$ cat config.mk
export PLATFORM = sky130hd
export DESIGN_NAME = dac_hold_update_ctrl
export DESIGN_NICKNAME = d
export VERILOG_FILES = /design/src/rtl/dac_hold_pkg.sv /design/src/rtl/dac_hold_reg.sv /design/src/rtl/dac_trig_detect.sv /design/src/rtl/dac_xfer_seq.sv /design/src/rtl/dac_hold_update_ctrl.sv
export SDC_FILE = /design/constraint.sdc
export NUM_CORES = 1
export LEC_CHECK = 0
export BUFFER_PORTS_ARGS = -buffer_cell sky130_fd_sc_hd__buf_2
export CAP_MARGIN = 20
export CORE_MARGIN = 1.5
export CORE_UTILIZATION = 48
export DETAILED_ROUTE_END_ITERATION = 16
export PLACE_DENSITY = 0.79
export SYNTH_ARGS = -nofsm -noshare
export SYNTH_HDL_FRONTEND = slang
export SYNTH_SLANG_ARGS = --single-unit
$ cat constraint.sdc
create_clock -name clk -period 1.7 [get_ports clk]
set_input_delay 0.255 -clock clk [delete_from_list [all_inputs] [get_ports clk]]
set_output_delay 0.255 -clock clk [all_outputs]
set_load 0.05 [all_outputs]
$ cat src/rtl/dac_hold_pkg.sv
package dac_hold_pkg;

  // Write format codes seen on wr_fmt
  typedef enum logic [1:0] {
    FMT_R12  = 2'b00,
    FMT_L12  = 2'b01,
    FMT_R8   = 2'b10,
    FMT_RSVD = 2'b11
  } wr_fmt_e;

endpackage

$ cat src/rtl/dac_hold_reg.sv
module dac_hold_reg
  import dac_hold_pkg::*;
#(
  parameter int DATA_W = 12,
  parameter int BUS_W  = 16,
  parameter int BYTE_W = 8
) (
  input  logic              clk,
  input  logic              rst_n,
  input  logic              wr_stb,
  input  logic [1:0]        wr_fmt,
  input  logic [BUS_W-1:0]  wr_data,
  output logic [DATA_W-1:0] hold_code
);

  localparam int PAD_W = DATA_W - BYTE_W;

  // Aligns one bus word into holding-register layout
  function automatic logic [DATA_W-1:0] align_word(input logic [1:0] f,
                                                   input logic [BUS_W-1:0] d);
    case (wr_fmt_e'(f))
      FMT_R12: return d[DATA_W-1:0];
      FMT_L12: return d[BUS_W-1 -: DATA_W];
      FMT_R8:  return {d[BYTE_W-1:0], {PAD_W{1'b0}}};
      default: return '0;
    endcase
  endfunction

  logic wr_take;
  assign wr_take = wr_stb && (wr_fmt != FMT_RSVD);

  always_ff @(posedge clk or negedge rst_n) begin
    if (!rst_n)       hold_code <= '0;
    else if (wr_take) hold_code <= align_word(wr_fmt, wr_data);
  end

  a_r1_right_align: assert property (@(posedge clk) disable iff (!rst_n)
    (wr_stb && wr_fmt == FMT_R12) |=> hold_code == $past(wr_data[DATA_W-1:0]));
  a_r2_left_align: assert property (@(posedge clk) disable iff (!rst_n)
    (wr_stb && wr_fmt == FMT_L12) |=> hold_code == $past(wr_data[BUS_W-1 -: DATA_W]));
  a_r3_byte_align: assert property (@(posedge clk) disable iff (!rst_n)
    (wr_stb && wr_fmt == FMT_R8) |=>
      (hold_code[DATA_W-1 -: BYTE_W] == $past(wr_data[BYTE_W-1:0]) &&
       hold_code[PAD_W-1:0] == '0));
  a_r4_reserved_hold: assert property (@(posedge clk) disable iff (!rst_n)
    (!wr_stb || wr_fmt == FMT_RSVD) |=> $stable(hold_code));

endmodule

$ cat src/rtl/dac_trig_detect.sv
module dac_trig_detect #(
  parameter int NUM_SRC = 8,
  parameter int SEL_W   = $clog2(NUM_SRC)
) (
  input  logic               clk,
  input  logic               rst_n,
  input  logic [NUM_SRC-1:0] trig_src,
  input  logic [SEL_W-1:0]   trig_sel,
  output logic               trig_rise
);

  logic sel_level;
  logic prev_q;

  assign sel_level = trig_src[trig_sel];
  assign trig_rise = sel_level && !prev_q;

  always_ff @(posedge clk or negedge rst_n) begin
    if (!rst_n) prev_q <= 1'b0;
    else        prev_q <= sel_level;
  end

  // a level held high is never seen as two edges in a row
  a_r7_single_rise: assert property (@(posedge clk) disable iff (!rst_n)
    trig_rise |=> !trig_rise);

endmodule

$ cat src/rtl/dac_xfer_seq.sv
module dac_xfer_seq #(
  parameter int DATA_W = 12,
  parameter int LAT    = 3,
  parameter int CNT_W  = $clog2(LAT + 1)
) (
  input  logic              clk,
  input  logic              rst_n,
  input  logic              chan_en,
  input  logic              trig_en,
  input  logic              trig_rise,
  input  logic              sw_set,
  input  logic [DATA_W-1:0] hold_code,
  output logic [DATA_W-1:0] out_code,
  output logic              sw_pend
);

  localparam logic [CNT_W-1:0] LAT_C = CNT_W'(LAT);

  logic [CNT_W-1:0] cnt;
  logic busy, due, trig_evt, trig_accept, auto_load, load_fire;

  assign busy        = (cnt != '0);
  assign due         = (cnt == LAT_C);
  assign trig_evt    = trig_en && (trig_rise || sw_pend);
  assign trig_accept = chan_en && trig_evt && !busy;
  assign auto_load   = chan_en && !trig_en;
  assign load_fire   = auto_load || (chan_en && due);

  // Window counter: 1 at the accept edge, loads when it reaches LAT
  always_ff @(posedge clk or negedge rst_n) begin
    if (!rst_n)           cnt <= '0;
    else if (!chan_en)    cnt <= '0;
    else if (trig_accept) cnt <= CNT_W'(1);
    else if (due)         cnt <= '0;
    else if (busy)        cnt <= cnt + 1'b1;
  end

  always_ff @(posedge clk or negedge rst_n) begin
    if (!rst_n)         out_code <= '0;
    else if (load_fire) out_code <= hold_code;
  end

  always_ff @(posedge clk or negedge rst_n) begin
    if (!rst_n) sw_pend <= 1'b0;
    else        sw_pend <= sw_set || (sw_pend && !load_fire);
  end

  a_r6_auto_follow: assert property (@(posedge clk) disable iff (!rst_n)
    (chan_en && !trig_en) |=> out_code == $past(hold_code));
  a_r7_change_only_on_load: assert property (@(posedge clk) disable iff (!rst_n)
    !$stable(out_code) |-> $past(load_fire));
  a_r8_ignore_in_window: assert property (@(posedge clk) disable iff (!rst_n)
    (busy && trig_evt && chan_en) |=> cnt != CNT_W'(1));
  a_r9_sw_clear_on_load: assert property (@(posedge clk) disable iff (!rst_n)
    $fell(sw_pend) |-> $past(load_fire));
  a_r10_off_frozen: assert property (@(posedge clk) disable iff (!rst_n)
    !chan_en |=> ($stable(out_code) && cnt == '0));

endmodule

$ cat src/rtl/dac_hold_update_ctrl.sv
module dac_hold_update_ctrl #(
  parameter int DATA_W  = 12,
  parameter int BUS_W   = 16,
  parameter int BYTE_W  = 8,
  parameter int NUM_SRC = 8,
  parameter int LAT     = 3,
  parameter int SEL_W   = $clog2(NUM_SRC)
) (
  input  logic               clk,
  input  logic               rst_n,
  input  logic               chan_en,
  input  logic               trig_en,
  input  logic [SEL_W-1:0]   trig_sel,
  input  logic [NUM_SRC-1:0] trig_src,
  input  logic               sw_trig_set,
  input  logic               wr_stb,
  input  logic [1:0]         wr_fmt,
  input  logic [BUS_W-1:0]   wr_data,
  output logic [DATA_W-1:0]  hold_code,
  output logic [DATA_W-1:0]  out_code,
  output logic               sw_trig_pend
);

  logic trig_rise;

  dac_hold_reg #(.DATA_W(DATA_W), .BUS_W(BUS_W), .BYTE_W(BYTE_W)) hold_i (
    .clk(clk), .rst_n(rst_n), .wr_stb(wr_stb), .wr_fmt(wr_fmt),
    .wr_data(wr_data), .hold_code(hold_code)
  );

  dac_trig_detect #(.NUM_SRC(NUM_SRC), .SEL_W(SEL_W)) trig_i (
    .clk(clk), .rst_n(rst_n), .trig_src(trig_src), .trig_sel(trig_sel),
    .trig_rise(trig_rise)
  );

  dac_xfer_seq #(.DATA_W(DATA_W), .LAT(LAT)) seq_i (
    .clk(clk), .rst_n(rst_n), .chan_en(chan_en), .trig_en(trig_en),
    .trig_rise(trig_rise), .sw_set(sw_trig_set), .hold_code(hold_code),
    .out_code(out_code), .sw_pend(sw_trig_pend)
  );

endmodule

==> results_dict.tcl, run 1 <==
set metrics [dict create \
    hold_viol 0 \
    p_per_area_nw_per_um2 1200 \
    syn-mean-instance-area_um2 11.1 \
    cts.sinks 28 \
    peakVddDrop_uv 554 \
    clock_latency_ns 0.32 \
    ys_types 27 \
    end_kind "register" \
    final_core_util_pct 62.7 \
    n_antenna_cell 0 \
    grtUsageTotal_pct 19.7 \
    crit_type "reg -> reg" \
    leakage_uw 0.000942 \
    gr-total-overflow 0 \
    io-pin-count 60 \
    h-tree-depth 1 \
    async_flop_share_pct 100 \
    yosysWarnings 0 \
    finalCriticalPeriod_ns 1.45 \
    finish.instance_area_um2 1930 \
    synth_edf_count 0 \
    clock-root-buffer "clkbuf_4" \
    post_cts_buffers 0 \
    drv_cap 0 \
    die_h_um 60.1 \
    regArea_um2 701 \
    cts_buffer_depth 2 \
    worst_slew_pin_slew_ns 0.627 \
    setup_violations 0 \
    drt_iter0_drc 24 \
    cts-buffers-inserted 3 \
    die_area_um2 3610 \
    port_buffers 59 \
    grt_pass1_wl_mm 5.27 \
    synth_top_flop_cell "dfrtp_1" \
    antenna_found_initial 0 \
    clock_skew_ns 0.000783 \
    p_total_uw 2320 \
    rows 20 \
    firstDrtPassIters 4 \
    nets 238 \
    via_per_inst 5.32 \
    vias 1292 \
    drive_above_1_share_pct 45.2 \
    grt_pass1_vias 1207 \
    multi_input_area_um2 812 \
    fmax_mhz 691 \
    syn-instance-count 141 \
    gp_congestion 0.835 \
    syn2layout_area_growth_pct 23.4 \
    status "finished clean" \
    crit_path_max_fanout 8 \
    drt-total-wl_mm 3.39 \
    dp_hpwl_mm 2.62 \
    initial_core_util_pct 50.8 \
    setup.worst_path.start_class "register" \
    grt_max_degree 29 \
    die_w_um 60.1 \
    wl_per_cell_um 13.9 \
    synth_area_um2 1560 \
    cp.required_ns 1.92 \
    arrival_ns 1.67 \
    seq_area_frac_synth_pct 44.8 \
    synth-seq-cells 28 \
    relSlewSlack_pct 58.2 \
    synthesis.nets 178 \
    slew_viol_final 0 \
    n_fill_cell 278 \
    core_area_um2 3080 \
    cts_tree "done" \
    antenna_left 0 \
    route.detailed.drc 0 \
    clk_pin_slew_ns 0.14 \
    hp-class "in -> reg" \
    fin_setup_tns_ns 0 \
    rsz0062_at_grt "false" \
    dpl_cell_area_um2 1900 \
    finalCritPeriodShare_pct 85.1 \
]
==> path summary, 6_finish.rpt <==
path,from,endpoint,slack [ns],depth (start not counted)
min in group asynchronous,rst_n,seq_i.out_code[4]$_DFFE_PN0P_,0.47,2
hold / removal,sw_trig_set,seq_i.sw_pend$_DFF_PN0_,0.1,2
hold reg to reg,seq_i.out_code[10]$_DFFE_PN0P_,seq_i.out_code[10]$_DFFE_PN0P_,0.52,1
setup / recovery,seq_i.cnt[0]$_DFFE_PN0P_,seq_i.out_code[1]$_DFFE_PN0P_,0.25,4
max in group asynchronous,rst_n,seq_i.out_code[7]$_DFFE_PN0P_,0.84,2
setup reg to reg,seq_i.cnt[0]$_DFFE_PN0P_,seq_i.out_code[1]$_DFFE_PN0P_,0.25,4
==> critical path, cell delays in order, from the launching register on <==
cell and delay, ns:
dfrtp_1 0.41, ha_1 0.21, o21ai_1 0.16, buf_4 0.21, mux2_2 0.35
==> per-layer routing <==
metal	up-vias	global-route usage (%)	wire length, µm
met5	-	0	0
met4	0	10.8	75
met3	7	3.03	192
met2	48	30.6	1610
met1	607	26.0	1510
li1	630	-	-
==> flip-flops by register name, indices dropped and copies added, names as in the netlist <==
name              count
hold_i.hold_code     12
seq_i.cnt             2
seq_i.out_code       12
seq_i.sw_pend         1
trig_i.prev_q         1
==> cell families (layout without fill, tap and decap cells) <==
| group | count (synthesis) | in the layout | synth area share, % |
|---|---|---|---|
| muxes | 33 | 33 | 23.0 |
| DFF | 28 | 28 | 44.8 |
| AOI/OAI and AO/OA | 31 | 31 | 15.5 |
| buffers and inverters | 11 | 69 | 3.28 |
| adders and majority gates | 2 | 2 | 1.60 |
| and+or+nand+nor | 36 | 36 | 11.8 |
==> repair_timing <==
item / 4_1_cts / 5_1_grt
hold buffers: 1 / 0
hold endpoints to repair: 28 / 0
resized for setup: 0 / 0
==> cell usage in the layout, fill, tap and decap left out, types with 2 or more instances in the layout <==
master and count:
a21oi_1 8, a221o_1 4, and2b_1 2, buf_2 59, buf_4 3, clkbuf_4 3
dfrtp_1 28, ha_1 2, inv_1 3, mux2_2 20, mux2i_1 12, nand2_1 15
nand2b_1 9, nor2_1 3, nor2b_1 4, o21ai_0 4, o21ai_1 2, o22ai_1 8
==> report_power, final <==
group,leakage [µW],switching [µW],internal [µW]
Clock,0.0000138,184,83.2
Sequential,0.000329,104,824
Combinational,0.000599,765,355
Total,0.000942,1050,1260
==> final cells by class <==
class / instances / share of cell area [%]
flip-flops and latches: 28 / 36.3
well taps: 44 / 2.85
repair buffers: 63 / 17.0
multi-input cells: 102 / 42.1
clock buffers: 3 / 1.17
inverters: 3 / 0.584
==> through the flow <==
stage	hold WS, ns	setup WS (ns)	cells
finish	0.0992	0.254	243
global route	0.0804	0.189	243
CTS	0.0908	0.248	243
detailed placement	0.309	0.251	239
global placement	0.296	0.322	239
floorplan	-0.0406	0.229	141
==> cells in the mapped netlist, types with 3 or more instances <==
cell	count	area share, %
a21oi_1	8	2.6
inv_1	3	0.72
o22ai_1	8	3.2
nor2_1	3	0.72
dfrtp_1	28	45
mux2i_1	12	7.7
buf_2	5	1.6
a221o_1	4	2.6
nand2b_1	9	3.6
nand2_1	15	3.6
mux2_2	20	14
nor2b_1	4	1.6
o21ai_0	4	1.3
Power figures use the tool's default switching activity.
==> inputs of run 2 (changes only) <==
HOLD_SLACK_MARGIN = 0.12   (was default)
==> run 2 against run 1 <==
Non-clock buffer count increased by 1. Utilization increased by 0.33 points. Critical path depth unchanged. Cell count increased by 0.41%. Combinational power about the same. Clock-buffer cell count unchanged. Die area unchanged. Global-route usage unchanged. Highest routed layer unchanged. First-iteration DRC count increased by 8.3%. Sequential share of layout area decreased by 0.19 points. Via count increased by 0.46%.
==> results_dict.tcl, run 2 (synthesis gave the netlist of run 1 again) <==
set metrics [dict create \
    status "finished clean" \
    path_cells "ha_1, o21ai_1, buf_4, mux2_2" \
    final_cell_mix "59 x buf_2, 28 x dfrtp_1, 20 x mux2_2" \
    grt_pass1_vias 1207 \
    worst_slew_pin_slew_ns 0.625 \
    io-pin-count 60 \
    port_buffers 59 \
    syn2layout_area_growth_pct 24.0 \
    cts_resized 0 \
    grt_max_degree 29 \
    hold_viol 0 \
    p_per_area_nw_per_um2 1190 \
    peakVddDrop_uv 554 \
    drt-total-wl_mm 3.39 \
    cts_tree "done" \
    finalCriticalPeriod_ns 1.44 \
    core_area_um2 3080 \
    critical-path-max-stage-delay_ns 0.41 \
    place_ws_ns 0.251 \
    place_inst 239 \
    gr-total-overflow 0 \
    hp-class "in -> reg" \
    rsz0062_at_grt "false" \
    h-tree-depth 1 \
    n_antenna_cell 0 \
    wl_per_cell_um 13.9 \
    relSlewSlack_pct 58.3 \
    leakage_uw 0.000946 \
    end_kind "register" \
    final_cells 244 \
    grtUsageTotal_pct 19.7 \
    initial_core_util_pct 50.8 \
    setup_violations 0 \
    clock-root-buffer "clkbuf_4" \
    finalCritPeriodShare_pct 84.9 \
    r2r_slack_ns 0.26 \
    antenna_found_initial 0 \
    drive_above_1_share_pct 45.0 \
    gp_congestion 0.835 \
    cts.sinks 28 \
    rows 20 \
    fmax_mhz 693 \
    post_cts_buffers 0 \
    clock_skew_ns 0.00106 \
    clk_pin_slew_ns 0.14 \
    cp.required_ns 1.92 \
    dp_hpwl_mm 2.62 \
    fin_setup_tns_ns 0 \
    slew_viol_final 0 \
    arrival_ns 1.67 \
    die_w_um 60.1 \
    crit_type "reg -> reg" \
    cts_buffer_depth 2 \
    die_area_um2 3610 \
    drv_cap 0 \
    setup.worst_path.start_class "register" \
    final_common_cell "buf_2" \
    holdWs_ns 0.173 \
    die_h_um 60.1 \
    cts-buffers-inserted 3 \
    clock_latency_ns 0.32 \
    top_regs "hold_i.hold_code x12, seq_i.out_code x12, seq_i.cnt x2" \
    critPathSlowestCell "dfrtp_1" \
    crit_path_max_fanout 8 \
    via_per_inst 5.32 \
    antenna_left 0 \
    fin_ws_ns 0.257 \
    firstDrtPassIters 4 \
    nets 239 \
    path_buf_inv 1 \
    crit_family "flip-flops" \
    drt_iter0_drc 26 \
    route.detailed.drc 0 \
    vias 1298 \
    grt_pass1_wl_mm 5.27 \
]
[run 2: cell types whose count changed in the layout (fill, tap and decap cells not counted), sizes merged]
cell	delta
dlygate4sd3	+1
[run 2: final cells by class]
class	instances	area [µm²]
repair buffers	64	338
fillers	277	1140
well taps	44	55.1
multi-input cells	102	812
inverters	3	11.3
clock buffers	3	22.5
flip-flops and latches	28	701
[run 2: layer usage]
| layer | global-route usage, % | up-vias | part of all wire (%) |
|---|---|---|---|
| met2 | 30.6 | 48 | 47 |
| met1 | 26.0 | 612 | 45 |
| met3 | 3.03 | 7 | 5.7 |
| met5 | 0 | - | 0 |
| met4 | 10.8 | 0 | 2.2 |
| li1 | - | 631 | - |
[run 2: worst paths after layout]
path                            cells after the start                              end                      startpoint
worst min register to register                      1   seq_i.out_code[10]$_DFFE_PN0P_  seq_i.out_code[10]$_DFFE_PN0P_
max in group asynchronous                           2    seq_i.out_code[7]$_DFFE_PN0P_                           rst_n
min in group asynchronous                           2    seq_i.out_code[4]$_DFFE_PN0P_                           rst_n
worst min-delay path                                2  hold_i.hold_code[0]$_DFFE_PN0P_                      wr_data[0]
worst max register to register                      4    seq_i.out_code[1]$_DFFE_PN0P_        seq_i.cnt[0]$_DFFE_PN0P_
worst max-delay path                                4    seq_i.out_code[1]$_DFFE_PN0P_        seq_i.cnt[0]$_DFFE_PN0P_
[run 2: worst register-to-register path: cells and delay by family (launching register included)]
family | cells | cell delay (ns)
adder cells (fa/ha/maj) | 1 | 0.21
flip-flops | 1 | 0.41
AO/OA/AOI/OAI | 1 | 0.16
buffers and inverters | 1 | 0.21
multiplexers | 1 | 0.36
[run 2: metrics by stage]
stage | utilization (%) | area, µm² | total power, µW
final | 63.0 | 1940 | 2320
after global placement | 61.6 | 1900 | 2030
after global routing | 63.0 | 1940 | 2450
after detailed placement | 61.6 | 1900 | 2070
after CTS | 63.0 | 1940 | 2340
after floorplan | - | 1560 | 1780
[run 2: repair_timing]
item / in CTS / in global routing
hold buffers: 2 / 0
endpoints found under the hold margin: 29 / 0
setup endpoints to repair: 0 / 0
[run 2: report_power, final]
| group | internal (µW) | total, µW | switching (µW) |
|---|---|---|---|
| registers | 824 | 928 | 104 |
| logic | 356 | 1120 | 765 |
| clock network | 83.2 | 267 | 184 |
| total | 1260 | 2320 | 1050 |
